`config.mk`:
```
export PLATFORM = sky130hd
export DESIGN_NAME = joy_axis_timer
export DESIGN_NICKNAME = d
export VERILOG_FILES = /design/src/rtl/joy_pkg.sv /design/src/rtl/joy_prescaler.sv /design/src/rtl/joy_axis_counter.sv /design/src/rtl/joy_axis_timer.sv
export SDC_FILE = /design/constraint.sdc
export NUM_CORES = 1
export LEC_CHECK = 0
export ABC_AREA = 0
export BUFFER_PORTS_ARGS = -buffer_cell sky130_fd_sc_hd__buf_4
export CAP_MARGIN = 20
export CORE_MARGIN = 2
export CORE_UTILIZATION = 60
export CTS_CLUSTER_DIAMETER = 100
export DETAILED_ROUTE_END_ITERATION = 10
export PLACE_DENSITY = 0.76
export SYNTH_ARGS = -nofsm -noshare
export SYNTH_HDL_FRONTEND = slang
export SYNTH_SLANG_ARGS = --single-unit
```
`constraint.sdc`:
```
create_clock -name clk -period 8.6 [get_ports clk]
set_input_delay 1.72 -clock clk [delete_from_list [all_inputs] [get_ports clk]]
set_output_delay 1.72 -clock clk [all_outputs]
set_load 0.02 [all_outputs]
```
`src/rtl/joy_pkg.sv`:
```
package joy_pkg;
  localparam int AXES  = 4;
  localparam int SEL_W = 2;

  // Rate code to divisor; code bit 0 picks the slow pair, bit 1 the slower member
  function automatic logic [7:0] rate_divisor(input logic [1:0] code);
    case (code)
      2'b00:   rate_divisor = 8'd1;
      2'b10:   rate_divisor = 8'd2;
      2'b01:   rate_divisor = 8'd20;
      default: rate_divisor = 8'd200;
    endcase
  endfunction
endpackage

```
`src/rtl/joy_prescaler.sv`:
```
module joy_prescaler #(
  parameter int PRE_W = 8
) (
  input  logic       clk,
  input  logic       rst_n,
  input  logic       restart,
  input  logic       run,
  input  logic [1:0] rate,
  output logic       tick
);
  import joy_pkg::*;

  logic [PRE_W-1:0] pcnt;
  logic [7:0]       div;

  assign div  = rate_divisor(rate);
  assign tick = run && !restart && (pcnt >= PRE_W'(div - 8'd1));

  always_ff @(posedge clk) begin
    if (!rst_n || restart) pcnt <= '0;
    else if (run)          pcnt <= tick ? '0 : pcnt + 1'b1;
  end


  tick_spacing_chk: assert property (@(posedge clk) disable iff (!rst_n)
    tick |=> (!tick || div == 8'd1));
endmodule

```
`src/rtl/joy_axis_counter.sv`:
```
module joy_axis_counter #(
  parameter int CNT_W = 16
) (
  input  logic             clk,
  input  logic             rst_n,
  input  logic             start,
  input  logic             enable,
  input  logic             cmp,
  input  logic             tick,
  output logic [CNT_W-1:0] count,
  output logic             running
);
  localparam logic [CNT_W-1:0] MAXV = '1;

  always_ff @(posedge clk) begin
    if (!rst_n) begin
      count   <= '0;
      running <= 1'b0;
    end else if (start) begin
      count   <= '0;
      running <= enable;
    end else if (running) begin
      if (!cmp || count == MAXV) running <= 1'b0;
      else if (tick)             count   <= count + 1'b1;
    end
  end


  sat_hold_chk: assert property (@(posedge clk) disable iff (!rst_n)
    (count == MAXV && !start) |=> count == MAXV);

  idle_hold_chk: assert property (@(posedge clk) disable iff (!rst_n)
    (!running && !start) |=> $stable(count));

  cmp_stop_chk: assert property (@(posedge clk) disable iff (!rst_n)
    (running && !cmp && !start) |=> !running);

  disabled_idle_chk: assert property (@(posedge clk) disable iff (!rst_n)
    (start && !enable) |=> (!running && count == '0));
endmodule

```
`src/rtl/joy_axis_timer.sv`:
```
module joy_axis_timer #(
  parameter int CNT_W = 16,
  parameter int PRE_W = 8
) (
  input  logic             clk,
  input  logic             rst_n,
  input  logic [7:0]       wdata,
  input  logic             cfg_wr,
  input  logic             cfg_rd,
  input  logic             hw_wr,
  input  logic             axis_wr,
  input  logic             legacy_wr,
  input  logic [3:0]       cmp_in,
  output logic [7:0]       cfg_rdata,
  output logic [7:0]       hw_rdata,
  output logic [CNT_W-1:0] axis_rdata,
  output logic             irq
);
  import joy_pkg::*;

  logic [6:0]       cfg_q;
  logic [3:0]       hw_q;
  logic             ready_q, irq_q, busy_q;
  logic [CNT_W-1:0] counts  [AXES];
  logic [CNT_W-1:0] results [AXES];
  logic [AXES-1:0]  running;
  logic             tick;

  // named internal events
  logic all_done, cont_mode, start, done_evt, legacy_evt, irq_set;
  logic [AXES-1:0] axis_en;
  logic [SEL_W-1:0] sel;
  logic unused_wbits;

  assign axis_en    = cfg_q[AXES-1:0];
  assign sel        = cfg_q[5:4];
  assign cont_mode  = cfg_q[6];
  assign all_done   = busy_q && (running == '0);
  assign done_evt   = all_done && !axis_wr;
  assign start      = axis_wr || (done_evt && cont_mode);
  assign legacy_evt = legacy_wr && hw_q[3] && hw_q[0] && (axis_en != '0);
  assign irq_set    = (done_evt && hw_q[0]) || legacy_evt;
  assign unused_wbits = wdata[7];

  joy_prescaler #(.PRE_W(PRE_W)) u_presc (
    .clk(clk), .rst_n(rst_n), .restart(start), .run(busy_q),
    .rate(hw_q[2:1]), .tick(tick)
  );

  for (genvar i = 0; i < AXES; i++) begin : g_axis
    joy_axis_counter #(.CNT_W(CNT_W)) u_cnt (
      .clk(clk), .rst_n(rst_n), .start(start), .enable(axis_en[i]),
      .cmp(cmp_in[i]), .tick(tick), .count(counts[i]), .running(running[i])
    );

    always_ff @(posedge clk) begin
      if (!rst_n)        results[i] <= '0;
      else if (done_evt) results[i] <= counts[i];
    end
  end

  always_ff @(posedge clk) begin
    if (!rst_n) begin
      cfg_q   <= '0;
      hw_q    <= '0;
      ready_q <= 1'b0;
      irq_q   <= 1'b0;
      busy_q  <= 1'b0;
    end else begin
      if (cfg_wr) cfg_q <= wdata[6:0];
      if (hw_wr)  hw_q  <= wdata[3:0];

      if (axis_wr) begin
        busy_q  <= 1'b1;
        ready_q <= 1'b0;
      end else if (done_evt) begin
        busy_q  <= cont_mode;
        ready_q <= 1'b1;
      end else if (cfg_rd) begin
        ready_q <= 1'b0;
      end

      if (irq_set)     irq_q <= 1'b1;
      else if (cfg_rd) irq_q <= 1'b0;
    end
  end

  assign cfg_rdata  = {ready_q, cfg_q};
  assign hw_rdata   = {4'b0000, hw_q};
  assign axis_rdata = results[sel];
  assign irq        = irq_q;


  ready_after_stop_chk: assert property (@(posedge clk) disable iff (!rst_n)
    $rose(ready_q) |-> $past(busy_q && running == '0));

  read_clears_chk: assert property (@(posedge clk) disable iff (!rst_n)
    (cfg_rd && !busy_q) |=> (!ready_q && !irq_q));

  irq_needs_ie_chk: assert property (@(posedge clk) disable iff (!rst_n)
    (!irq_q && !hw_q[0]) |=> !irq_q);

  legacy_gate_chk: assert property (@(posedge clk) disable iff (!rst_n)
    (!irq_q && !busy_q && !hw_q[3]) |=> !irq_q);

  cont_restart_chk: assert property (@(posedge clk) disable iff (!rst_n)
    (done_evt && cont_mode) |=> busy_q);
endmodule

```
==> metrics.cfg <==
[drt]
drt_first_pass_iters=5
vias_per_cell=6.139
drc=0
drtIter0Drc=488
drt-total-wl_um=16100
ant_nets=0
routedWlPerCell_um=18.46
vias=5353

[placed_design]
placed_cell_area_um2=7654
dp_hpwl_um=10830
gp_congestion=0.8109
port_buffers=46
pre_cts_slack_ps=4546

[pwr]
seqPwrFrac_pct=48.6
power_frac_clock_pct=45.0
ir_worst_vdd_mv=0.1131
swShare_pct=22.13
cellInternalPower_mw=1.293
pwr-share-comb_pct=6.5
power_mw=1.660
p_leak_nw=3.128
powerDensity_nw_per_um2=200.2
p_sw_mw=0.3675

[global_routing]
grt_pass1_wl_um=25920
use_met3_pct=6.088
overflow=0
busiest_layer=met2
grt_pass1_vias=5059
grt_antenna_before_repair=0
grt_usage_pct=26.05
grt_max_degree=86
use_met1_pct=35.22
gr-usage-met2_pct=41.87

[die]
core_um2=11960
placementRows=40
die_area_um2=13080
die_w_um=114.4
die_y_um=114.4
pin_count=52
start_util_pct=61.09

[finish]
fin_nets=744
area_delta_synth_final_pct=13.49
postLayoutCellArea_um2=8293
drive_above_1_share_pct=15.86
fillCellCount=870
antennaDiodeCount=0
final_util_pct=69.33

[logic_synthesis]
synthArstFlopShare_pct=0
synthCells=691
yosysUniqueCellTypes=52
synth_area_per_cell_um2=10.57
synth.largest_area_cell=edfxtp_1
synth_commonest_cells=92 x dfxtp_1, 72 x and3_1, 64 x edfxtp_1, 52 x nand2_1, 47 x a21oi_1
yosysWarnings=0
synth_flop_cell=dfxtp_1
yosysSeqAreaShare_pct=51.51
synth_top_area_share_pct=26.30
ys_seq_elements=156
ys_top_cells_by_area=edfxtp_1 26%, dfxtp_1 25%, and3_1 6.2%
synth.most_common_cell=dfxtp_1
synth-edff-count=64
synth_area_um2=7307

[clock_network]
cts_root_buf=clkbuf_16
cts-htree-levels=4
tritoncts=done
clkTransAtPathRegs_ps=60
post-cts-setup-buffers=0
ctsHoldBuffers=0
cts.sinks=156
cts_resized=0
cts_made_buffers=17
worstSkewPairLatency_ps=430
clk_path_buf_depth=2

[worst_setup_path]
cp_max_fo=31
worstReg2RegStart=hw_q[1]$_SDFFE_PN0P_
crit_type=in2reg
crit_slowest_cell=or4_1
crit_start=axis_wr
cp_cell_sequence=buf_4, a31oi_4, nand4b_4, a21o_1, or4_1, a21oi_1
arrival_ps=3940
cp-endpoint=g_axis[2].u_cnt.count[15]$_SDFFE_PP0P_
cp.required_ps=8940
slowest_delay_ps=600
r2r_end=g_axis[2].u_cnt.count[15]$_SDFFE_PP0P_
cp-start-kind=input pin
crit_path_end_kind=register
r2r_cells=8
r2r_slack_ps=5390

[status]
run_status=finished, final reports clean

[timing]
setup_viol=0
hold_viol_final=0
grt_setup_unrepaired=false
fmax_ghz=0.2776
finalCritPeriodShare_pct=41.89
relSlewSlack_pct=36.52
setup_slack_ps=4997
worst_pin_slew_ps=951.2
min_period_ps=3603
fin_worst_skew_ps=7.203
tns_ps=0
slew_viol_final=0

[worst_hold_path]
hold_class=reg2reg
min_from=g_axis[0].u_cnt.count[1]$_SDFFE_PP0P_

[flow_run]
maxCapViolations=0

==> sequential cells by signal (all words and copies together) (netlist names), named ones only <==
signal / count
busy_q: 1
cfg_q: 7
g_axis.u_cnt.count: 64
g_axis.u_cnt.running: 4
hw_q: 4
irq: 1
ready_q: 1
results: 64
u_presc.pcnt: 8
==> area by class of cell <==
class,count,area [um2],share of cell area (%)
flip-flops and latches,156,3764,45.38
multi-input cells,473,3289,39.67
clock buffers,24,525.5,6.337
repair buffers,51,406.6,4.903
well taps,147,183.9,2.218
clock inverters,8,75.07,0.9053
inverters,13,48.80,0.5884
==> per-layer routing <==
layer,vias up,share of wire (%)
met5,-,0
met4,0,1.3
met3,22,5.5
met2,164,48
met1,2556,45
li1,2611,-
==> cells in the final DEF, fill, tap and decap left out, drive strengths merged, types with 3 or more instances in the layout <==
cell / instances
nand4: 12
nor2b: 12
nand2: 52
nor4: 3
or2: 3
mux2i: 16
conb: 6
o31ai: 18
a21o: 4
a21oi: 47
clkinv: 3
nand3b: 3
dfxtp: 92
xnor2: 14
buf: 51
nor2: 30
or4: 19
and2: 10
mux4: 16
o311ai: 4
a2111oi: 4
a211oi: 8
or3: 18
xor2: 6
and4: 8
clkbuf: 24
edfxtp: 64
nand2b: 4
inv: 16
a21boi: 3
o21ai: 24
nand3: 28
a31o: 3
ha: 13
and3: 72
==> kinds of logic (layout without fill, tap and decap cells) <==
family	count (synthesis)	count (layout)	share of synthesized area, %
flops	156	156	51.51
fa+ha+maj	13	13	2.226
compound gates	123	123	10.94
xor+xnor	20	20	2.397
mux	32	32	7.123
buf+inv	66	96	3.904
other cells	2	6	0.1028
simple gates	279	279	21.80
==> worst min-delay path by stage <==
stage	end	slack, ps	cells past startpoint
5_1_grt	g_axis[0].u_cnt.count[1]$_SDFFE_PP0P_	520	2
2_1_floorplan	g_axis[1].u_cnt.count[8]$_SDFFE_PP0P_	460	2
6_report	g_axis[0].u_cnt.count[1]$_SDFFE_PP0P_	490	2
3_3_place_gp	g_axis[0].u_cnt.count[9]$_SDFFE_PP0P_	470	2
3_5_place_dp	g_axis[0].u_cnt.count[1]$_SDFFE_PP0P_	480	2
4_1_cts	g_axis[0].u_cnt.count[1]$_SDFFE_PP0P_	490	2
==> power by group through the flow <==
stage	clock network, mW	logic [mW]	registers (mW)
floorplan	0	0.0718	0.819
global placement	0	0.101	0.824
detailed placement	0	0.103	0.825
CTS	0.750	0.104	0.809
global route	0.783	0.116	0.809
finish	0.746	0.107	0.807
==> per-stage QoR <==
stage / instances / hold slack [ps]
CTS: 870 / 490.3
global placement: 838 / 469.3
finish: 872 / 492.2
global route: 872 / 519.6
floorplan: 695 / 456.1
detailed placement: 838 / 482.2
==> worst max-delay path, delay by kind of cell <==
family,cells,cell delay [ps]
AO/OA/AOI/OAI,3,1100
buffers and inverters,1,140
AND/OR/NAND/NOR,2,980
Power figures use the tool's default switching activity.
